$ cat src/rtl/phy_seq_pkg.sv
package phy_seq_pkg;
  localparam int AW = 8;
  localparam int DW = 16;
  localparam int EW = AW + DW;

  localparam logic [AW-1:0] A_CAL     = 8'h09;
  localparam logic [AW-1:0] A_RNG     = 8'h0B;
  localparam logic [AW-1:0] A_DBGEN   = 8'h0D;
  localparam logic [AW-1:0] A_DBGMD   = 8'h10;
  localparam logic [AW-1:0] A_CODE    = 8'h1F;
  localparam logic [AW-1:0] A_STAT    = 8'h30;

  localparam logic [DW-1:0] M_CAL     = 16'h0200;
  localparam logic [DW-1:0] M_DBGEN   = 16'h0040;
  localparam logic [DW-1:0] M_DBGMD   = 16'h03F8;
  localparam logic [DW-1:0] V_DBGMD   = 16'h03C0;
  localparam int            B_STAT    = 15;
  localparam int            CODE_LSB  = 1;
  localparam int            CODE_W    = 4;
  localparam int            RNG_LSB   = 2;
  localparam int            RNG_W     = 2;

  typedef enum logic [4:0] {
    S_IDLE, S_TBL, S_TGL_ENT, S_BASE_RD, S_TG_LO, S_TG_WAIT, S_TG_HI,
    S_POST, S_SV0D, S_SV10, S_DBG0D, S_DBG10, S_POLL, S_POLL_WAIT,
    S_RS0D, S_RS10, S_OFS_CODE, S_OFS_RNG, S_OFS_WR, S_DONE
  } seq_st_t;
endpackage

$ cat src/rtl/phy_seq_delay.sv
module phy_seq_delay #(
  parameter int TICKS = 1
) (
  input  logic clk,
  input  logic rst,
  input  logic go_i,
  input  logic tick_i,
  output logic fin_o
);
  localparam int CW = (TICKS > 1) ? $clog2(TICKS) : 1;

  logic          act_q;
  logic [CW-1:0] cnt_q;

  always_ff @(posedge clk) begin
    if (rst) begin
      act_q <= 1'b0;
      cnt_q <= '0;
      fin_o <= 1'b0;
    end else begin
      fin_o <= 1'b0;
      if (go_i) begin
        act_q <= 1'b1;
        cnt_q <= '0;
      end else if (act_q && tick_i) begin
        if (cnt_q == CW'(TICKS - 1)) begin
          act_q <= 1'b0;
          fin_o <= 1'b1;
        end else begin
          cnt_q <= cnt_q + 1'b1;
        end
      end
    end
  end

  AST_FIN_ON_TICK: assert property (@(posedge clk) disable iff (rst)
    fin_o |-> $past(tick_i));
endmodule

$ cat src/rtl/phy_seq_xact.sv
module phy_seq_xact
  import phy_seq_pkg::*;
(
  input  logic          clk,
  input  logic          rst,
  input  logic          go_i,
  input  logic          we_i,
  input  logic [AW-1:0] addr_i,
  input  logic [DW-1:0] wdata_i,
  input  logic          ack_i,
  input  logic [DW-1:0] rdata_i,
  output logic          req_o,
  output logic          we_o,
  output logic [AW-1:0] addr_o,
  output logic [DW-1:0] wdata_o,
  output logic          done_o,
  output logic [DW-1:0] rdata_o
);
  always_ff @(posedge clk) begin
    if (rst) begin
      req_o   <= 1'b0;
      we_o    <= 1'b0;
      addr_o  <= '0;
      wdata_o <= '0;
      done_o  <= 1'b0;
      rdata_o <= '0;
    end else begin
      done_o <= 1'b0;
      if (go_i && !req_o) begin
        req_o   <= 1'b1;
        we_o    <= we_i;
        addr_o  <= addr_i;
        wdata_o <= wdata_i;
      end else if (req_o && ack_i) begin
        req_o   <= 1'b0;
        done_o  <= 1'b1;
        rdata_o <= rdata_i;
      end
    end
  end

  AST_REQ_HELD: assert property (@(posedge clk) disable iff (rst)
    (req_o && !ack_i) |=> (req_o && $stable(addr_o) && $stable(we_o) && $stable(wdata_o)));
  AST_ONE_OUTSTANDING: assert property (@(posedge clk) disable iff (rst)
    go_i |-> !req_o);
endmodule

$ cat src/rtl/phy_init_seq.sv
module phy_init_seq
  import phy_seq_pkg::*;
#(
  parameter int N_ENT        = 48,
  parameter int TICKS_PER_MS = 1,
  parameter int POLL_TRIES   = 11,
  parameter int TGL_IDX      = 9
) (
  input  logic                clk,
  input  logic                rst,
  input  logic                start_i,
  input  logic                use_dflt_i,
  input  logic                en_tgl_i,
  input  logic                en_once_i,
  input  logic                en_ofs_i,
  input  logic                ms_tick_i,
  input  logic [N_ENT*24-1:0] tbl_i,
  output logic                reg_req_o,
  output logic                reg_we_o,
  output logic [7:0]          reg_addr_o,
  output logic [15:0]         reg_wdata_o,
  input  logic                reg_ack_i,
  input  logic [15:0]         reg_rdata_i,
  output logic                done_o,
  output logic                fail_o
);
  localparam int IW = (N_ENT > 1) ? $clog2(N_ENT) : 1;
  localparam int PW = $clog2(POLL_TRIES + 1);

  seq_st_t       st_q;
  logic [IW-1:0] idx_q;
  logic [PW-1:0] polls_q;
  logic          pend_q, base_vld_q, need_q;
  logic [DW-1:0] base_q, sv0d_q, sv10_q, rng_q, rng_nxt;

  logic          x_act, x_go, x_we, x_done, d_act, d_go, d_fin;
  logic [AW-1:0] x_addr;
  logic [DW-1:0] x_wdata, x_rdata;
  logic [EW-1:0] ent, ent_tgl;

  assign ent     = tbl_i[int'(idx_q)*EW +: EW];
  assign ent_tgl = tbl_i[TGL_IDX*EW +: EW];

  always_comb begin
    rng_nxt = rng_q;
    rng_nxt[RNG_LSB +: RNG_W] = rng_q[RNG_LSB +: RNG_W] + 1'b1;
  end

  always_comb begin
    x_act = 1'b0; x_we = 1'b0; x_addr = '0; x_wdata = '0; d_act = 1'b0;
    case (st_q)
      S_TBL:       begin x_act = |ent; x_we = 1'b1; x_addr = ent[EW-1 -: AW]; x_wdata = ent[DW-1:0]; end
      S_BASE_RD:   begin x_act = 1'b1; x_addr = A_CAL; end
      S_TG_LO:     begin x_act = 1'b1; x_we = 1'b1; x_addr = A_CAL; x_wdata = base_q & ~M_CAL; end
      S_TG_WAIT:   d_act = 1'b1;
      S_TG_HI:     begin x_act = 1'b1; x_we = 1'b1; x_addr = A_CAL; x_wdata = base_q | M_CAL; end
      S_SV0D:      begin x_act = 1'b1; x_addr = A_DBGEN; end
      S_SV10:      begin x_act = 1'b1; x_addr = A_DBGMD; end
      S_DBG0D:     begin x_act = 1'b1; x_we = 1'b1; x_addr = A_DBGEN; x_wdata = sv0d_q | M_DBGEN; end
      S_DBG10:     begin x_act = 1'b1; x_we = 1'b1; x_addr = A_DBGMD; x_wdata = (sv10_q & ~M_DBGMD) | V_DBGMD; end
      S_POLL:      begin x_act = 1'b1; x_addr = A_STAT; end
      S_POLL_WAIT: d_act = 1'b1;
      S_RS0D:      begin x_act = 1'b1; x_we = 1'b1; x_addr = A_DBGEN; x_wdata = sv0d_q; end
      S_RS10:      begin x_act = 1'b1; x_we = 1'b1; x_addr = A_DBGMD; x_wdata = sv10_q; end
      S_OFS_CODE:  begin x_act = 1'b1; x_addr = A_CODE; end
      S_OFS_RNG:   begin x_act = 1'b1; x_addr = A_RNG; end
      S_OFS_WR:    begin x_act = 1'b1; x_we = 1'b1; x_addr = A_RNG; x_wdata = rng_nxt; end
      default: ;
    endcase
    x_go = x_act && !pend_q;
    d_go = d_act && !pend_q;
  end

  phy_seq_xact u_xact (
    .clk(clk), .rst(rst), .go_i(x_go), .we_i(x_we), .addr_i(x_addr), .wdata_i(x_wdata),
    .ack_i(reg_ack_i), .rdata_i(reg_rdata_i), .req_o(reg_req_o), .we_o(reg_we_o),
    .addr_o(reg_addr_o), .wdata_o(reg_wdata_o), .done_o(x_done), .rdata_o(x_rdata)
  );

  phy_seq_delay #(.TICKS(TICKS_PER_MS)) u_dly (
    .clk(clk), .rst(rst), .go_i(d_go), .tick_i(ms_tick_i), .fin_o(d_fin)
  );

  always_ff @(posedge clk) begin
    if (rst) begin
      st_q <= S_IDLE; idx_q <= '0; polls_q <= '0; pend_q <= 1'b0;
      base_vld_q <= 1'b0; need_q <= 1'b0; base_q <= '0; sv0d_q <= '0;
      sv10_q <= '0; rng_q <= '0; done_o <= 1'b0; fail_o <= 1'b0;
    end else begin
      done_o <= (st_q == S_DONE);
      if (x_go || d_go)        pend_q <= 1'b1;
      else if (x_done || d_fin) pend_q <= 1'b0;
      case (st_q)
        S_IDLE: if (start_i) begin
          fail_o     <= 1'b0;
          idx_q      <= '0;
          base_vld_q <= |ent_tgl;
          base_q     <= ent_tgl[DW-1:0];
          st_q       <= use_dflt_i ? S_TGL_ENT : S_TBL;
        end
        S_TBL: if (!(|ent) || x_done) begin
          if (idx_q == IW'(N_ENT - 1)) st_q <= S_TGL_ENT;
          else idx_q <= idx_q + 1'b1;
        end
        S_TGL_ENT:
          if (!(en_tgl_i || en_once_i)) st_q <= S_POST;
          else st_q <= base_vld_q ? S_TG_LO : S_BASE_RD;
        S_BASE_RD: if (x_done) begin
          base_q <= x_rdata; base_vld_q <= 1'b1; st_q <= S_TG_LO;
        end
        S_TG_LO:   if (x_done) st_q <= S_TG_WAIT;
        S_TG_WAIT: if (d_fin)  st_q <= S_TG_HI;
        S_TG_HI:   if (x_done) st_q <= S_POST;
        S_POST:
          if (en_once_i)     st_q <= S_SV0D;
          else if (en_ofs_i) st_q <= S_OFS_CODE;
          else               st_q <= S_DONE;
        S_SV0D:  if (x_done) begin sv0d_q <= x_rdata; st_q <= S_SV10; end
        S_SV10:  if (x_done) begin sv10_q <= x_rdata; st_q <= S_DBG0D; end
        S_DBG0D: if (x_done) st_q <= S_DBG10;
        S_DBG10: if (x_done) begin polls_q <= '0; st_q <= S_POLL; end
        S_POLL: if (x_done) begin
          if (x_rdata[B_STAT]) st_q <= S_RS0D;
          else if (polls_q == PW'(POLL_TRIES - 1)) begin fail_o <= 1'b1; st_q <= S_RS0D; end
          else begin polls_q <= polls_q + 1'b1; st_q <= S_POLL_WAIT; end
        end
        S_POLL_WAIT: if (d_fin) st_q <= S_POLL;
        S_RS0D: if (x_done) st_q <= S_RS10;
        S_RS10: if (x_done) st_q <= en_ofs_i ? S_OFS_CODE : S_DONE;
        S_OFS_CODE: if (x_done)
          need_q <= (x_rdata[CODE_LSB +: CODE_W] == '0) || (&x_rdata[CODE_LSB +: CODE_W]);
        S_OFS_RNG: if (x_done) begin
          rng_q <= x_rdata;
          st_q  <= (need_q && !(&x_rdata[RNG_LSB +: RNG_W])) ? S_OFS_WR : S_DONE;
        end
        S_OFS_WR: if (x_done) st_q <= S_TGL_ENT;
        S_DONE:   st_q <= S_IDLE;
        default:  st_q <= S_IDLE;
      endcase
      if (st_q == S_OFS_CODE && x_done) st_q <= S_OFS_RNG;
    end
  end

  AST_DONE_PULSE: assert property (@(posedge clk) disable iff (rst)
    done_o |=> !done_o);
  AST_FAIL_NEEDS_POLL: assert property (@(posedge clk) disable iff (rst)
    $rose(fail_o) |-> en_once_i);
  AST_IDLE_QUIET: assert property (@(posedge clk) disable iff (rst)
    (st_q == S_IDLE && $past(st_q) == S_IDLE) |-> !reg_req_o);
  AST_RANGE_GROWS: assert property (@(posedge clk) disable iff (rst)
    (reg_req_o && reg_we_o && st_q == S_OFS_WR) |-> (reg_wdata_o[RNG_LSB +: RNG_W] != 2'b00));
endmodule

$ cat config.mk
export PLATFORM = sky130hd
export DESIGN_NAME = phy_init_seq
export DESIGN_NICKNAME = d
export VERILOG_FILES = /design/src/rtl/phy_seq_pkg.sv /design/src/rtl/phy_seq_delay.sv /design/src/rtl/phy_seq_xact.sv /design/src/rtl/phy_init_seq.sv
export SDC_FILE = /design/constraint.sdc
export NUM_CORES = 1
export LEC_CHECK = 0
export BUFFER_PORTS_ARGS = -buffer_cell sky130_fd_sc_hd__buf_2
export CAP_MARGIN = 5
export CORE_AREA = 4 4 465 467
export CTS_BUF_LIST = sky130_fd_sc_hd__clkbuf_2
export CTS_CLUSTER_SIZE = 10
export DETAILED_ROUTE_END_ITERATION = 8
export DIE_AREA = 0 0 469 471
export MAX_ROUTING_LAYER = met4
export PLACE_DENSITY = 0.34
export SYNTH_ARGS = -nofsm -noshare
export SYNTH_HDL_FRONTEND = slang
export SYNTH_SLANG_ARGS = --single-unit
$ cat constraint.sdc
create_clock -name clk -period 9.6 [get_ports clk]
set_input_delay 1.92 -clock clk [delete_from_list [all_inputs] [get_ports clk]]
set_output_delay 1.92 -clock clk [all_outputs]
set_load 0.05 [all_outputs]
# Word level (Yosys, flattened, before mapping)
# Index checks and enable logic that the tools add are counted.
# totals
reg_bits	130
word_cells	206
# classes
addsub	4
n_mul	1
eq_ne	61
shift	1
mux	62
bitwise	3
n_reduce_logical	52
# op_table
op	n
1152-bit by 12-bit indexed part select with 24-bit output	1
16-bit case mux with 8 select lines	1
5-bit 2-to-1 mux	19
5-bit case mux with 19 select lines	1
8-bit case mux with 7 select lines	1
24-bit OR reduction	2
3-bit by 2-bit != test with 1-bit output, second input constant	14
5-bit by 4-bit equality test with 1-bit output, second input constant	8
18-bit AND reduction	2
16-bit 2-to-1 mux	2
16-bit case mux with 2 select lines	1
2-bit by 1-bit != test with 1-bit output, second input constant	15
5-bit by 3-bit equality test with 1-bit output, second input constant	4
5-bit equality test, second input constant	4
1-bit 2-to-1 mux	19
6-bit 2-to-1 mux	3
4-bit 2-to-1 mux	4
2-bit != test, second input constant	8
2-bit AND reduction	7
2-bit nonzero test	7
13-bit OR reduction	1
6-bit case mux with 2 select lines	1
3-bit OR reduction	4
5-bit by 2-bit equality test with 1-bit output, second input constant	2
other kinds (24)	53

# Logic depth before layout (Yosys ltp)
# Gate-level depths: netlist (run 1).
# depth
ltp_word	8
mapped_depth	16

# By module
# A second synthesis (run 1) with hierarchy kept.
# unflattened
hier_cells	1698
area_unflattened_um2	15974.1
# by_module_without_submodules
module	n_inst	cells_per_inst	area_each_um2	seq_area_each_um2
phy_init_seq	1	1500	13829.5	1661.6
phy_seq_xact	1	192	2077.0	860.8
phy_seq_delay	1	6	67.6	40.0

# Least setup slack after synthesis (run 1)
# OpenSTA, ideal clock, no wires.
# synth_path
kind	in2reg
startpoint	input tbl_i[668]
endpoint	register idx_q[4]
arrival_time_ns	4.375
slack_ns	5.155
cell_stages	10
cell_sequence	mux4_2 > a22o_1 > a211o_1 > a22oi_1 > nand4_1 > nor4_4 > a31oi_1 > buf_6 > or4_1 > a21oi_1
# synth_via
elab_chain_cells	6
# synth_rtl
element	line_no	rtl
start: declaration	phy_init_seq.sv:17	input logic [N_ENT*24-1:0] tbl_i,
1152-bit by 12-bit indexed part select with 24-bit output	phy_init_seq.sv:41	assign ent = tbl_i[int'(idx_q)*EW +: EW];
24-bit OR reduction	phy_init_seq.sv:101	S_TBL: if (!(|ent) || x_done) begin
1-bit logical NOT	phy_init_seq.sv:101	
1-bit logical OR	phy_init_seq.sv:101	
2-bit != test (no source line)	-	
4-bit AND reduction (no source line)	-	
end signal: assignment	phy_init_seq.sv:103	else idx_q <= idx_q + 1'b1;
end: declaration	phy_init_seq.sv:31	logic [IW-1:0] idx_q;
# No other way between the ends.
# A chain may end at the register's enable or synchronous reset.

# Worst setup path after layout (run 1)
# layout_path
startpoint	register idx_q[2]
endpoint	register idx_q[5]
# layout_via
elab_chain_cells	7
word_cells_on_any_way	13
# layout_rtl
element	line_no
6-bit by 2-bit multiplier with 8-bit output	phy_init_seq.sv:41
1152-bit by 12-bit indexed part select with 24-bit output	phy_init_seq.sv:41
24-bit OR reduction	phy_init_seq.sv:101
1-bit logical NOT	phy_init_seq.sv:101
1-bit logical OR	phy_init_seq.sv:101
2-bit != test (no source line)	-
4-bit AND reduction (no source line)	-
# Several ways; a longest one is shown, not always the timed one. The select of a mux whose other input is x is not followed.

==> impl_metrics.py, run 1 <==
metrics = {
    "timing": {
        "fin_crit_ps": 5690,
        "slew_headroom": 0.204,
        "setup_viol": 0,
        "min_period_over_period": 0.593,
        "clock-skew-final_ps": 38.9,
        "worst_pin_slew_ps": 1180,
        "hold_violations": 0,
        "setup_ws_ps": 3910,
        "setup_tns_ps": 0,
        "fmax_mhz": 176,
        "slew_violations": 0,
        "rsz0062_at_grt": "no",
    },
    "synthesis": {
        "synth_cells": 1502,
        "yosysSeqAreaShare": 0.167,
        "synthFlopType": "dfxtp_1",
        "syn_avg_cell_area_um2": 10.2,
        "synthArstFlopShare": 0,
        "synth_edf_count": 0,
        "netlist_area_mm2": 0.0153,
        "yosys_warnings": 0,
        "synth_cell_types": 72,
        "syn_nets": 2682,
        "ys_ff_latch": 128,
    },
    "floorplanning": {
        "die_y_um": 471,
        "dieArea_mm2": 0.221,
        "die_w_um": 469,
        "fp-row-count": 169,
        "fp.coreArea_mm2": 0.212,
        "pin_count": 1205,
        "start_util": 0.0723,
    },
    "cells_and_area": {
        "syn_to_final_growth_pct": 62.7,
        "final_core_utilization": 0.118,
        "layout_common_cells": "buf_2 (1204), mux4_2 (247), nand2_1 (198), dfxtp_1 (123), mux2i_1 (97)",
        "nFillCells": 24500,
        "nNetsFinal": 3783,
        "layout-drive-gt1-share": 0.609,
        "layout_commonest_cell": "buf_2",
    },
    "pwr": {
        "p_seq_frac": 0.288,
        "p_sw_uw": 1160,
        "swShare": 0.487,
        "leakagePower_uw": 0.00919,
        "comb_power_share": 0.568,
        "power_density_mw_per_mm2": 95.8,
        "peakVddDrop_mv": 0.111,
        "finalPower_uw": 2380,
        "clockPowerShare": 0.143,
        "power.internal_uw": 1220,
    },
    "min_path": {
        "hold_path_startpoint": "u_dly.act_q",
        "min_to": "u_dly.fin_o",
        "hold_depth": 2,
        "hold_path.class": "flip-flop to flip-flop",
    },
    "placed_design": {
        "post-place-ws_ps": 3310,
        "gp_congestion": 0.926,
        "dp_hpwl_mm": 164,
        "io_buffers": 1204,
    },
    "job": {
        "cap_violations": 0,
    },
    "worst_setup_path": {
        "cpPeakStageDelay_ps": 710,
        "timing.critical_path.buf_inv": 2,
        "timing.rr.end": "idx_q[5]",
        "required_ps": 10270,
        "crit_arrival_ps": 6360,
        "path_cells": "buf_4 -> nand3b_1 -> buf_4 -> o22ai_1 -> a211o_1 -> o22ai_1 -> a32oi_1 -> nor4_4 -> a31oi_1 -> or4_1 -> a21oi_1",
        "critPathTopFamily": "compound AO/OA/AOI/OAI gates",
        "start_kind": "flip-flop",
        "critical_path.slowest_cell": "o22ai_1",
        "crit_type": "flip-flop to flip-flop",
        "end_kind": "flip-flop",
        "crit_fanout": 37,
        "r2r_cells": 11,
        "reg2reg_from": "idx_q[2]",
        "r2r_setup_slack_ps": 3910,
    },
    "global_routing": {
        "grt-ovfl-total": 0,
        "use_met2": 0.294,
        "grt_max_degree": 86,
        "grt.met1_usage": 0.195,
        "grt-busiest-layer": "met2",
        "grt_pass1_wl_mm": 229,
        "antenna_found_initial": 186,
        "grt_usage": 0.165,
        "grt_pass1_vias": 20600,
        "grt_use_met3": 0.0316,
    },
    "clock_network": {
        "cts_root_buf": "clkbuf_2",
        "clkTransAtPathRegs_ps": 200,
        "insertion_delay_ps": 740,
        "post-cts-setup-buffers": 0,
        "cts_tree": "done",
        "cts_made_buffers": 17,
        "cts_hold_buffers": 0,
        "clockBufferDepth": 2,
        "ctsHtreeMaxLevel": 4,
        "cts_resized": 0,
        "cts_sinks": 128,
    },
    "detailed_routing": {
        "ant_nets": 0,
        "drc": 0,
        "firstDrtPassIters": 5,
        "drtIter0Drc": 1558,
        "routed_wl_mm": 186,
        "routed_via_density": 3.64,
        "wire_per_inst_um": 33.7,
        "num_vias": 20100,
    },
    "run_status": {
        "status": "completed",
    },
}
[worst reg2reg max path, stage by stage (launching register included)]
cell and delay (ps):
dfxtp_4 570, buf_4 420, nand3b_1 470, buf_4 520, o22ai_1 490, a211o_1 410, o22ai_1 710, a32oi_1 300
nor4_4 510, a31oi_1 420, or4_1 620, a21oi_1 190
[worst max-delay path by stage]
| stage | start | endpoint | cells after the start |
|---|---|---|---|
| 2_1_floorplan | tbl_i[668] | idx_q[4] | 10 |
| 3_3_place_gp | tbl_i[364] | idx_q[5] | 10 |
| 3_5_place_dp | tbl_i[364] | idx_q[5] | 10 |
| 4_1_cts | idx_q[2] | idx_q[5] | 11 |
| 5_1_grt | idx_q[0] | idx_q[5] | 10 |
| 6_report | idx_q[2] | idx_q[5] | 11 |
[synth_stat cells (4+ instances only)]
master	instances	share of area
a211o_1	11	0.0063
a211oi_1	15	0.0074
a21oi_1	97	0.032
a221o_1	8	0.0052
a221oi_1	25	0.014
a222oi_1	5	0.0033
a22o_1	30	0.017
a22oi_1	55	0.027
a311oi_1	17	0.0097
a31oi_1	15	0.0061
a32oi_1	4	0.0023
and3_1	6	0.0025
buf_1	6	0.0015
buf_2	41	0.013
buf_4	15	0.0074
buf_6	19	0.014
clkbuf_1	85	0.021
dfxtp_1	128	0.17
inv_1	11	0.0027
mux2_2	39	0.029
mux2_4	4	0.0039
mux2i_1	97	0.063
mux4_2	247	0.36
nand2_1	198	0.049
nand2b_1	5	0.0020
nand3_1	38	0.012
nand4_1	7	0.0029
nor2_1	82	0.020
nor2b_1	6	0.0025
nor3_1	15	0.0049
nor4_1	9	0.0037
o2111ai_1	9	0.0052
o211a_1	6	0.0039
o211ai_1	22	0.011
o21a_1	4	0.0020
o21ai_0	25	0.0082
o21ai_1	4	0.0013
o221ai_1	13	0.0074
o22a_1	6	0.0034
o22ai_1	12	0.0049
o31ai_1	5	0.0025
or3_1	6	0.0025
or4_1	5	0.0025
[sequential cells by signal, indices dropped and copies added (netlist names), 4 cells and up]
register / cells
sv0d_q: 16
base_q: 15
sv10_q: 16
u_xact.wdata_o: 16
rng_q: 16
u_xact.addr_o: 8
u_xact.rdata_o: 16
st_q: 5
polls_q: 4
idx_q: 6
[power by group through the flow]
stage | clock network (µW) | registers, µW | logic, µW
floorplan | 0 | 802 | 551
global placement | 0 | 699 | 1380
detailed placement | 0 | 700 | 1380
CTS | 355 | 688 | 1390
global route | 377 | 697 | 1460
finish | 342 | 688 | 1350
[layout make-up]
type                    count  area (µm²)  share of cell area
inverters                  12        45.0             0.00181
diodes                     90         225             0.00905
flip-flops and latches    128        2580               0.104
clock inverters            12         120             0.00483
clock buffers              18        90.1             0.00362
well taps                2821        3530               0.142
repair buffers           1250        6420               0.258
multi-input cells        1194       11900               0.477
[routing by layer]
| metal | part of all wire | vias to the layer above |
|---|---|---|
| li1 | - | 8501 |
| met1 | 0.40 | 10200 |
| met2 | 0.51 | 1217 |
| met3 | 0.062 | 205 |
| met4 | 0.022 | 0 |
| met5 | 0 | - |
[per-stage QoR]
| step | instances | hold slack (ps) | instance area [µm²] |
|---|---|---|---|
| 2_1_floorplan | 1502 | 415 | 15300 |
| 3_3_place_gp | 5405 | 430 | 24500 |
| 3_5_place_dp | 5405 | 441 | 24500 |
| 4_1_cts | 5435 | 467 | 24700 |
| 5_1_grt | 5516 | 486 | 24900 |
| 6_report | 5525 | 467 | 24900 |
[cells by family (layout without fill, tap and decap cells)]
family	count (synthesis)	count (layout)	share of synthesized area
compound gates	407	407	0.192
buf+inv	180	1292	0.0620
simple gates	392	392	0.113
fa+ha+maj	3	3	0.00245
xor+xnor	3	3	0.00172
flops	128	128	0.167
other cells	0	90	0
mux	389	389	0.461
(Power assumes the default switching activity.)
==> inputs of run 2 (changes only) <==
--- a/config.mk
+++ b/config.mk
@@ -13,7 +13,7 @@
 export DETAILED_ROUTE_END_ITERATION = 8
 export DIE_AREA = 0 0 469 471
 export MAX_ROUTING_LAYER = met4
-export PLACE_DENSITY = 0.34
+export PLACE_DENSITY = 0.35
 export SYNTH_ARGS = -nofsm -noshare
 export SYNTH_HDL_FRONTEND = slang
 export SYNTH_SLANG_ARGS = --single-unit
==> constraint.sdc (replaced) <==
create_clock -name clk -period 4.8 [get_ports clk]
set_input_delay 0.96 -clock clk [delete_from_list [all_inputs] [get_ports clk]]
set_output_delay 0.96 -clock clk [all_outputs]
set_load 0.05 [all_outputs]
==> run 2 against run 1 <==
- die area stayed put
- critical path depth is 1 higher
- global-route usage is 0.26 points lower
- design area is 4.0% higher
- first-iteration DRC count is 12% lower
- via count is 1.4% higher
- setup slack worse by 3600 ps
- sequential cell count stayed put
- wire length is 1.7% lower
- combinational power is 100% higher
- critical path type unchanged
- critical endpoint is now idx_q[2]
==> impl_metrics.py, run 2 (synthesis results as in run 1) <==
metrics = {
    "min_path": {
        "min_to": "u_xact.rdata_o[7]",
        "hold_depth": 2,
        "hold_path.class": "primary input to flip-flop",
        "hold_path_startpoint": "reg_rdata_i[7]",
    },
    "placed_design": {
        "place_inst": 5517,
        "dp_hpwl_mm": 165,
        "io_buffers": 1204,
        "gp_congestion": 0.942,
        "post-place-ws_ps": 100,
    },
    "floorplanning": {
        "pin_count": 1205,
        "die_w_um": 469,
        "fp-row-count": 169,
        "die_y_um": 471,
        "start_util": 0.0723,
        "dieArea_mm2": 0.221,
        "fp.coreArea_mm2": 0.212,
    },
    "worst_setup_path": {
        "reg2reg_from": "idx_q[0]",
        "crit_fanout": 51,
        "crit_type": "flip-flop to flip-flop",
        "timing.rr.end": "idx_q[2]",
        "r2r_cells": 12,
        "end_kind": "flip-flop",
        "r2r_setup_slack_ps": 270,
        "required_ps": 5530,
        "crit_arrival_ps": 5260,
        "start_kind": "flip-flop",
    },
    "clock_network": {
        "cts_root_buf": "clkbuf_2",
        "cts_tree": "done",
        "ctsHtreeMaxLevel": 4,
        "cts_sinks": 128,
        "clkTransAtPathRegs_ps": 260,
        "clockBufferDepth": 2,
        "insertion_delay_ps": 770,
        "post-cts-setup-buffers": 0,
        "cts_hold_buffers": 0,
        "cts_made_buffers": 17,
    },
    "timing": {
        "fmax_mhz": 221,
        "hold_violations": 0,
        "slew_violations": 0,
        "fin_hold_ws_ps": 377,
        "setup_ws_ps": 266,
        "worst_pin_slew_ps": 1150,
        "rsz0062_at_grt": "no",
        "setup_tns_ps": 0,
        "min_period_over_period": 0.945,
        "clock-skew-final_ps": 56.4,
        "slew_headroom": 0.234,
        "setup_viol": 0,
        "fin_crit_ps": 4530,
    },
    "detailed_routing": {
        "wire_per_inst_um": 32.5,
        "routed_via_density": 3.62,
        "drtIter0Drc": 1377,
        "num_vias": 20400,
        "firstDrtPassIters": 5,
        "ant_nets": 0,
        "routed_wl_mm": 183,
        "drc": 0,
    },
    "global_routing": {
        "grt_pass1_wl_mm": 227,
        "grt_max_degree": 68,
        "grt_pass1_vias": 20900,
        "antenna_found_initial": 180,
        "grt_usage": 0.162,
        "grt-ovfl-total": 0,
    },
    "cells_and_area": {
        "layout_common_cells": "buf_2 (1204), mux4_2 (247), nand2_1 (198), buf_4 (145), dfxtp_1 (123)",
        "multi_input_area_mm2": 0.0119,
        "layout-drive-gt1-share": 0.626,
        "layout_commonest_cell": "buf_2",
        "regArea_mm2": 0.00258,
        "syn_to_final_growth_pct": 69.2,
        "nFillCells": 24500,
        "nNetsFinal": 3895,
        "fin_cells": 5626,
    },
    "pwr": {
        "finalPower_uw": 4950,
        "comb_power_share": 0.558,
        "leakagePower_uw": 0.00980,
        "clockPowerShare": 0.162,
        "p_seq_frac": 0.279,
        "swShare": 0.479,
        "p_sw_uw": 2370,
        "power_density_mw_per_mm2": 191,
        "peakVddDrop_mv": 0.236,
        "power.internal_uw": 2580,
    },
    "job": {
        "cap_violations": 0,
    },
    "run_status": {
        "status": "completed",
    },
}
[run 2: changes by cell type in the layout (fill, tap and decap cells not counted), moves of 2 or more]
cell | before | now
buf_12 | 4 | 13
clkinv_2 | 2 | 0
inv_6 | 0 | 5
buf_4 | 42 | 145
diode_2 | 90 | 77
[run 2: critical path, cell delays in order (launching register included)]
cell	delay, ps
dfxtp_4	430
buf_12	210
buf_12	320
mux4_2	630
mux4_2	560
a21oi_1	460
a32oi_1	290
nor4_4	340
buf_4	150
a31oi_1	180
buf_4	210
or4_1	500
nand2_1	110
[run 2: cell type report]
| cell class | instances | area share |
|---|---|---|
| multi-input cells | 1194 | 0.459 |
| repair buffers | 1362 | 0.285 |
| well taps | 2821 | 0.136 |
| flip-flops and latches | 128 | 0.0997 |
| diodes | 77 | 0.00744 |
| clock inverters | 15 | 0.00701 |
| clock buffers | 17 | 0.00329 |
| inverters | 12 | 0.00174 |
[run 2: worst max-delay path by stage]
| stage | from | to | slack, ps | cells after the start |
|---|---|---|---|---|
| after detailed placement | idx_q[1] | idx_q[0] | 100 | 12 |
| after global routing | idx_q[1] | idx_q[0] | 9 | 10 |
| after global placement | idx_q[1] | idx_q[5] | 100 | 11 |
| final | idx_q[0] | idx_q[2] | 270 | 12 |
| after floorplan | tbl_i[668] | idx_q[4] | 1320 | 10 |
| after CTS | idx_q[1] | idx_q[0] | 30 | 12 |
[run 2: power by group through the flow]
stage | Clock (µW) | Sequential (µW) | Combinational, µW
3_3_place_gp | 0 | 1410 | 2800
4_1_cts | 819 | 1380 | 2820
6_report | 802 | 1380 | 2760
3_5_place_dp | 0 | 1410 | 2810
5_1_grt | 854 | 1400 | 2940
2_1_floorplan | 0 | 1600 | 1100
[run 2: per-layer routing]
| layer | vias up | global-route usage | share of wire |
|---|---|---|---|
| li1 | 8704 | - | - |
| met1 | 10300 | 0.188 | 0.39 |
| met2 | 1186 | 0.282 | 0.50 |
| met3 | 207 | 0.0354 | 0.068 |
| met4 | 0 | 0.0438 | 0.034 |
| met5 | - | - | 0 |
[run 2: through the flow]
stage / area, µm² / utilization
2_1_floorplan: 15300 / -
3_3_place_gp: 25400 / 0.120
3_5_place_dp: 25400 / 0.120
4_1_cts: 25700 / 0.121
5_1_grt: 25900 / 0.122
6_report: 25900 / 0.122
[run 2: what timing repair did]
action / in CTS / in global routing
setup endpoints to repair: 0 / 3
resized for setup: 0 / 2
endpoints found under the hold margin: 0 / 0
